===== src/rtl/tsq_pkg.sv =====
package tsq_pkg;

    typedef enum logic [2:0] {
        ST_IDLE,
        ST_SETUP,
        ST_PULSE,
        ST_HOLD,
        ST_GAP
    } seq_state_e;

    localparam logic [1:0] CH_FIRST    = 2'd0;
    localparam logic [1:0] CH_LAST     = 2'd2;
    localparam logic [1:0] CH_RESERVED = 2'd3;

    function automatic int max_int(input int a, input int b);
        return (a > b) ? a : b;
    endfunction

    // Half-wave rational sine approximation, scaled to an unsigned code.
    function automatic int sine_code(input int idx, input int depth, input int dw);
        longint half;
        longint a;
        longint p;
        longint amp;
        longint mid;
        longint off;
        half = longint'(depth / 2);
        a    = longint'(idx) % half;
        p    = a * (half - a);
        amp  = (longint'(1) << (dw - 1)) - 1;
        mid  = longint'(1) << (dw - 1);
        off  = (amp * 16 * p) / (5 * half * half - 4 * p);
        if (longint'(idx) < half) return int'(mid + off);
        return int'(mid - off);
    endfunction

endpackage


===== src/rtl/tsq_sine_rom.sv =====
module tsq_sine_rom
    import tsq_pkg::*;
#(
    parameter int AW = 8,
    parameter int DW = 8
) (
    input  logic [AW-1:0] idx,
    output logic [DW-1:0] sample
);

    localparam int DEPTH = 1 << AW;

    function automatic logic [DEPTH-1:0][DW-1:0] build_table();
        logic [DEPTH-1:0][DW-1:0] t;
        for (int i = 0; i < DEPTH; i++) begin
            t[i] = DW'(sine_code(i, DEPTH, DW));
        end
        return t;
    endfunction

    localparam logic [DEPTH-1:0][DW-1:0] WAVE = build_table();

    assign sample = WAVE[idx];

endmodule


===== src/rtl/tsq_phase_sel.sv =====
module tsq_phase_sel #(
    parameter int AW = 8
) (
    input  logic [AW-1:0] base,
    input  logic [1:0]    ch,
    output logic [AW-1:0] idx
);

    localparam int DEPTH = 1 << AW;

    logic [AW-1:0] ch_idx [3];

    for (genvar g = 0; g < 3; g++) begin : g_phase
        localparam int OFFSET = (g * DEPTH + 1) / 3;
        assign ch_idx[g] = base + AW'(OFFSET);
    end

    always_comb begin
        case (ch)
            2'd0:    idx = ch_idx[0];
            2'd1:    idx = ch_idx[1];
            2'd2:    idx = ch_idx[2];
            default: idx = base;
        endcase
    end

endmodule


===== src/rtl/tri_sine_seq.sv =====
module tri_sine_seq
    import tsq_pkg::*;
#(
    parameter int AW        = 8,
    parameter int DW        = 8,
    parameter int DIV_W     = 8,
    parameter int SETUP_CYC = 1,
    parameter int PULSE_CYC = 25,
    parameter int HOLD_CYC  = 2
) (
    input  logic             clk,
    input  logic             rst_n,
    input  logic             enable,
    input  logic [DIV_W-1:0] step_div,
    output logic [DW-1:0]    dac_data,
    output logic [1:0]       dac_addr,
    output logic             dac_wr_n
);

    localparam int LONGEST = max_int(max_int(SETUP_CYC, PULSE_CYC),
                                     max_int(HOLD_CYC, (1 << DIV_W) - 1));
    localparam int CNT_W = $clog2(LONGEST + 1);
    localparam logic [DW-1:0] MID_CODE = {1'b1, {(DW-1){1'b0}}};

    typedef struct packed {
        seq_state_e     st;
        logic [1:0]     ch;
        logic [AW-1:0]  base;
        logic [CNT_W-1:0] cnt;
        logic           wr_n;
        logic [1:0]     addr;
        logic [DW-1:0]  data;
    } seq_t;

    seq_t r_q, r_d;

    logic          in_hold;
    logic          last_ch;
    logic [AW-1:0] lk_base;
    logic [AW-1:0] lk_idx;
    logic [1:0]    lk_ch;
    logic [DW-1:0] lk_sample;

    // Lookahead: the index and channel of the write that would start next.
    always_comb begin
        in_hold = (r_q.st == ST_HOLD);
        last_ch = (r_q.ch == CH_LAST);
        lk_base = (in_hold && last_ch) ? r_q.base + AW'(1) : r_q.base;
        lk_ch   = (in_hold && !last_ch) ? r_q.ch + 2'd1 : CH_FIRST;
    end

    tsq_phase_sel #(.AW(AW)) u_phase (
        .base (lk_base),
        .ch   (lk_ch),
        .idx  (lk_idx)
    );

    tsq_sine_rom #(.AW(AW), .DW(DW)) u_rom (
        .idx    (lk_idx),
        .sample (lk_sample)
    );

    always_comb begin
        logic go;
        r_d = r_q;
        go  = 1'b0;
        case (r_q.st)
            ST_IDLE: begin
                go = enable;
            end
            ST_SETUP: begin
                if (r_q.cnt == '0) begin
                    r_d.st   = ST_PULSE;
                    r_d.wr_n = 1'b0;
                    r_d.cnt  = CNT_W'(PULSE_CYC - 1);
                end else begin
                    r_d.cnt = r_q.cnt - CNT_W'(1);
                end
            end
            ST_PULSE: begin
                if (r_q.cnt == '0) begin
                    r_d.st   = ST_HOLD;
                    r_d.wr_n = 1'b1;
                    r_d.cnt  = CNT_W'(HOLD_CYC - 1);
                end else begin
                    r_d.cnt = r_q.cnt - CNT_W'(1);
                end
            end
            ST_HOLD: begin
                if (r_q.cnt != '0) begin
                    r_d.cnt = r_q.cnt - CNT_W'(1);
                end else if (!last_ch) begin
                    go = 1'b1;
                end else begin
                    r_d.base = r_q.base + AW'(1);
                    if (step_div == '0) begin
                        go = enable;
                        if (!enable) r_d.st = ST_IDLE;
                    end else begin
                        r_d.st  = ST_GAP;
                        r_d.cnt = CNT_W'(step_div) - CNT_W'(1);
                    end
                end
            end
            ST_GAP: begin
                if (r_q.cnt == '0) begin
                    go = enable;
                    if (!enable) r_d.st = ST_IDLE;
                end else begin
                    r_d.cnt = r_q.cnt - CNT_W'(1);
                end
            end
            default: begin
                r_d.st = ST_IDLE;
            end
        endcase
        if (go) begin
            r_d.st   = ST_SETUP;
            r_d.ch   = lk_ch;
            r_d.addr = lk_ch;
            r_d.data = lk_sample;
            r_d.wr_n = 1'b1;
            r_d.cnt  = CNT_W'(SETUP_CYC - 1);
        end
    end

    always_ff @(posedge clk or negedge rst_n) begin
        if (!rst_n) begin
            r_q.st   <= ST_IDLE;
            r_q.ch   <= CH_FIRST;
            r_q.base <= '0;
            r_q.cnt  <= '0;
            r_q.wr_n <= 1'b1;
            r_q.addr <= CH_FIRST;
            r_q.data <= MID_CODE;
        end else begin
            r_q <= r_d;
        end
    end

    assign dac_data = r_q.data;
    assign dac_addr = r_q.addr;
    assign dac_wr_n = r_q.wr_n;

endmodule


===== config.mk =====
export PLATFORM = sky130hd
export DESIGN_NAME = tri_sine_seq
export DESIGN_NICKNAME = d
export VERILOG_FILES = /design/src/rtl/tsq_pkg.sv /design/src/rtl/tsq_sine_rom.sv /design/src/rtl/tsq_phase_sel.sv /design/src/rtl/tri_sine_seq.sv
export SDC_FILE = /design/constraint.sdc
export NUM_CORES = 1
export LEC_CHECK = 0
export BUFFER_PORTS_ARGS = -buffer_cell sky130_fd_sc_hd__buf_2
export CORE_UTILIZATION = 37
export CTS_BUF_LIST = sky130_fd_sc_hd__clkbuf_8
export DETAILED_ROUTE_END_ITERATION = 8
export PLACE_DENSITY_LB_ADDON = 0.05
export SYNTH_ARGS = -nofsm -noshare
export SYNTH_HDL_FRONTEND = slang
export SYNTH_SLANG_ARGS = --single-unit

===== constraint.sdc =====
create_clock -name clk -period 4.5 [get_ports clk]
set_clock_uncertainty 0.1 [all_clocks]
set_input_delay 0.9 -clock clk [delete_from_list [all_inputs] [get_ports clk]]
set_output_delay 0.9 -clock clk [all_outputs]
set_load 0.05 [all_outputs]

==> impl_results.md <==
* Hold crit path type: flip-flop to flip-flop
* Ant. Diodes at 0
* Switch Pwr at 1790 uW
* Initial core utilization at 38.6%
* Hold wc startpoint: dac_data[5]$_DFFE_PN0N_
* Clk_lat worst skew at 0.30 ns
* Register share of total power at 12.4%
* Worst R2R Path Depth at 17
* CTS Buf Count at 5
* Predominant post-synthesis flop cell: dfrtp_1
* Post-Syn Instances at 676
* First-pass detailed-route iteration total at 7
* Largest net degree at the start of global routing at 38
* Worst relative slew slack at 47.1%
* Crit path arrival time at 4.48 ns
* Leak at 0.00251 uW
* Via count at 5,564
* Chip width at 115 um
* Core area at 0.0123 mm^2
* R2r setup slk at 0.15 ns
* Syn nets at 705
* Port bufs at 21
* Setup WS post-layout at 0.151 ns
* Max clock buf depth at 2
* Hold_ws at 0.381 ns
* Share of cells above drive strength 1 at 24.6%
* Setup crit end: dac_data[3]$_DFFE_PN0N_
* Wire per inst at 18.8 um
* 1st-iter DRT viols at 593
* DRT Wirelength at 17,200 um
* Synth Register Bits at 30
* Most frequent cells in the layout: buf_4, nand2_1, nor2_1
* Final cycle utilization of the critical path at 96.6%
* Maximum clock rate at 230 MHz
* Critical path fanouts, max at 6
* Worst IR Drop VDD at 0.338 mV
* Vias in the first global route at 5,090
* Async set-reset flop share out of synthesis at 100%
* Number of H-tree levels at 2
* Family with the most delay on the worst path: simple AND/OR/NAND/NOR gates
* Crit end category: flip-flop
* Detailed-route DRC error count at 0
* Crit. Startpoint: dac_addr[1]$_DFFE_PN0N_
* CTS tree: done
* Synth top area cells: dfrtp_1, nand2_1, nor2_1
* Sw frac at 53.6%
* Root buffer cell: clkbuf_8
* Worst path max stage delay at 0.53 ns
* PwrDens at 565 mW/mm^2
* Worst R2R Start: dac_addr[1]$_DFFE_PN0N_
* Area growth from synthesis to layout at 24.6%
* Post-synthesis sequential area ratio at 15.9%
* Post-synth EDFFs at 0
* Stages on the worst setup path at 17
* Req. time, crit path at 4.63 ns
* Slowest CP cell: or4_4
* DR vias/cell at 6.11
* Die area at 0.0132 mm^2
* Ports at 22
* Crit path cell chain: ha_1, or4_4, ha_2, xnor2_2, ha_2, nor2b_1, or2_2, buf_12, clkinv_4, ha_1, buf_4, or3_1, o22ai_1, nor2_1, a311o_1, a21oi_1, a211o_1
* Internal at 1550 uW
* Crit path time final at 4.35 ns
* Synth Cell Area at 0.00473 mm^2
* Synth top area share at 14.8%
* Logic pwr share at 80.4%
* Initial antenna violation count at 0
* Type of origin of the critical path: flip-flop
* Clock-pin slew on the worst setup and hold paths at 0.07 ns
* Slew @ Worst Pin at 0.790 ns
* Hold buffers post-CTS at 0
* GRT Total Usage at 26.3%
* Average size of a mapped cell at 7.00 um^2
* Die Y at 115 um
* Hold path depth at 2
* Most common cell after layout, fill and taps aside: buf_4
* Antenna-violating nets left at 0
* Finish-stage setup viols at 0
* Status: complete, no violations
* Reg-to-reg endpoint: dac_data[3]$_DFFE_PN0N_
* Final Hold Violating Endpoints at 0
* Largest area contributor in the synthesized netlist: dfrtp_1
* Gpl congestion at 0.986
* Clock power share at 7.3%
* Layout Nets at 771
* Crit path buffers/inverters at 3
* Design area at 0.00590 mm^2
* Max Slew Vio Count at 0
* Row count at 40
* Max-cap violation count at 0
* Yosys warnings at 0
* Final setup TNS at 0 ns
* Setup CP Type: flip-flop to flip-flop
* Post-placement setup slack at -0.0379 ns
* Dpl hpwl at 13,000 um
* Synth cell types at 81
* RSZ-0062 raised after global routing: true
* Placement Cell Area at 0.00549 mm^2
* Clock sinks at 30
* Total gr overflow at 0
* First-pass GRT wire length at 27,100 um
==> worst min-delay path by stage <==
stage,to,slack (ns)
6_report,dac_data[5]$_DFFE_PN0N_,0.38
4_1_cts,dac_data[5]$_DFFE_PN0N_,0.39
2_1_floorplan,dac_data[5]$_DFFE_PN0N_,0.35
3_3_place_gp,dac_data[5]$_DFFE_PN0N_,0.36
3_5_place_dp,dac_data[5]$_DFFE_PN0N_,0.37
5_1_grt,r_q[26]$_DFFE_PN0P_,0.43
==> cell families after synthesis <==
logic type                 count (synthesis)  synth area share, %
AOI/OAI and AO/OA                        232                 34.3
xor gates and xnor gates                  28                 6.37
DFF                                       30                 15.9
and+or+nand+nor                          267                 26.6
muxes                                     16                 3.49
buffers and inverters                     85                 8.62
adders and majority gates                 18                 4.76
==> metrics by stage <==
step	util [%]	total power, uW	cells
after floorplan	-	2080	676
final	48.1	3330	911
after detailed placement	44.7	2920	887
after CTS	45.8	3200	897
after global routing	48.1	3600	911
after global placement	44.7	2940	887
==> power by group through the flow <==
| stage | logic, uW | registers (uW) | clock network [uW] |
|---|---|---|---|
| floorplan | 1670 | 411 | 0 |
| detailed placement | 2500 | 418 | 0 |
| finish | 2680 | 412 | 242 |
| global placement | 2520 | 416 | 0 |
| CTS | 2530 | 413 | 252 |
| global route | 2910 | 424 | 259 |
==> per-layer routing <==
layer | up-vias | routed length (um) | part of all wire [%] | global-route usage (%)
met5 | - | 0 | 0 | 0
met4 | 0 | 562 | 3.3 | 9.35
met3 | 48 | 1060 | 6.2 | 3.11
met2 | 221 | 7720 | 45 | 41.6
met1 | 2639 | 7820 | 46 | 36.8
li1 | 2656 | - | - | -
==> registers in the layout, indices dropped and copies added (netlist names) <==
signal,flops
r_q,19
dac_data,8
dac_addr,2
dac_wr_n,1
==> synth_stat cells, drive strengths merged, types with 6 or more instances <==
cell type	n
nor3	18
xnor2	16
inv	19
and3	8
nor4	8
nand2	90
a31oi	16
nor2	78
and2	9
o21ai	45
or3	10
o31ai	9
a21oi	46
a211oi	7
ha	18
a31o	6
mux2i	12
a311oi	6
clkbuf	27
xor2	9
buf	37
nand3	20
dfrtp	28
or4	7
o22ai	8
o211ai	20
nand4	6
==> worst reg2reg max path, stage by stage, from the launching register on <==
cell and delay, ns:
dfrtp_1 0.40, ha_1 0.21, or4_4 0.53, ha_2 0.26, xnor2_2 0.16, ha_2 0.31, nor2b_1 0.17, or2_2 0.20
buf_12 0.13, clkinv_4 0.05, ha_1 0.30, buf_4 0.20, or3_1 0.43, o22ai_1 0.17, nor2_1 0.05, a311o_1 0.34
a21oi_1 0.14, a211o_1 0.12
==> cell type report <==
type / instances / area [um^2]
Sequential cell: 30 / 753
Inverter: 21 / 83.8
Clock buffer: 6 / 82.6
Tap cell: 168 / 210
Timing Repair Buffer: 122 / 941
Multi-Input combinational cell: 562 / 3810
Clock inverter: 2 / 12.5
Fill cell: 1265 / 6370
==> timing repair <==
item                       in CTS  in global routing
pin swaps                       1                 11
setup endpoints to repair       5                  8
cloned                          0                  1
gates resized for setup         6                 33
buffers inserted                2                 13
(Power assumes the default switching activity.)
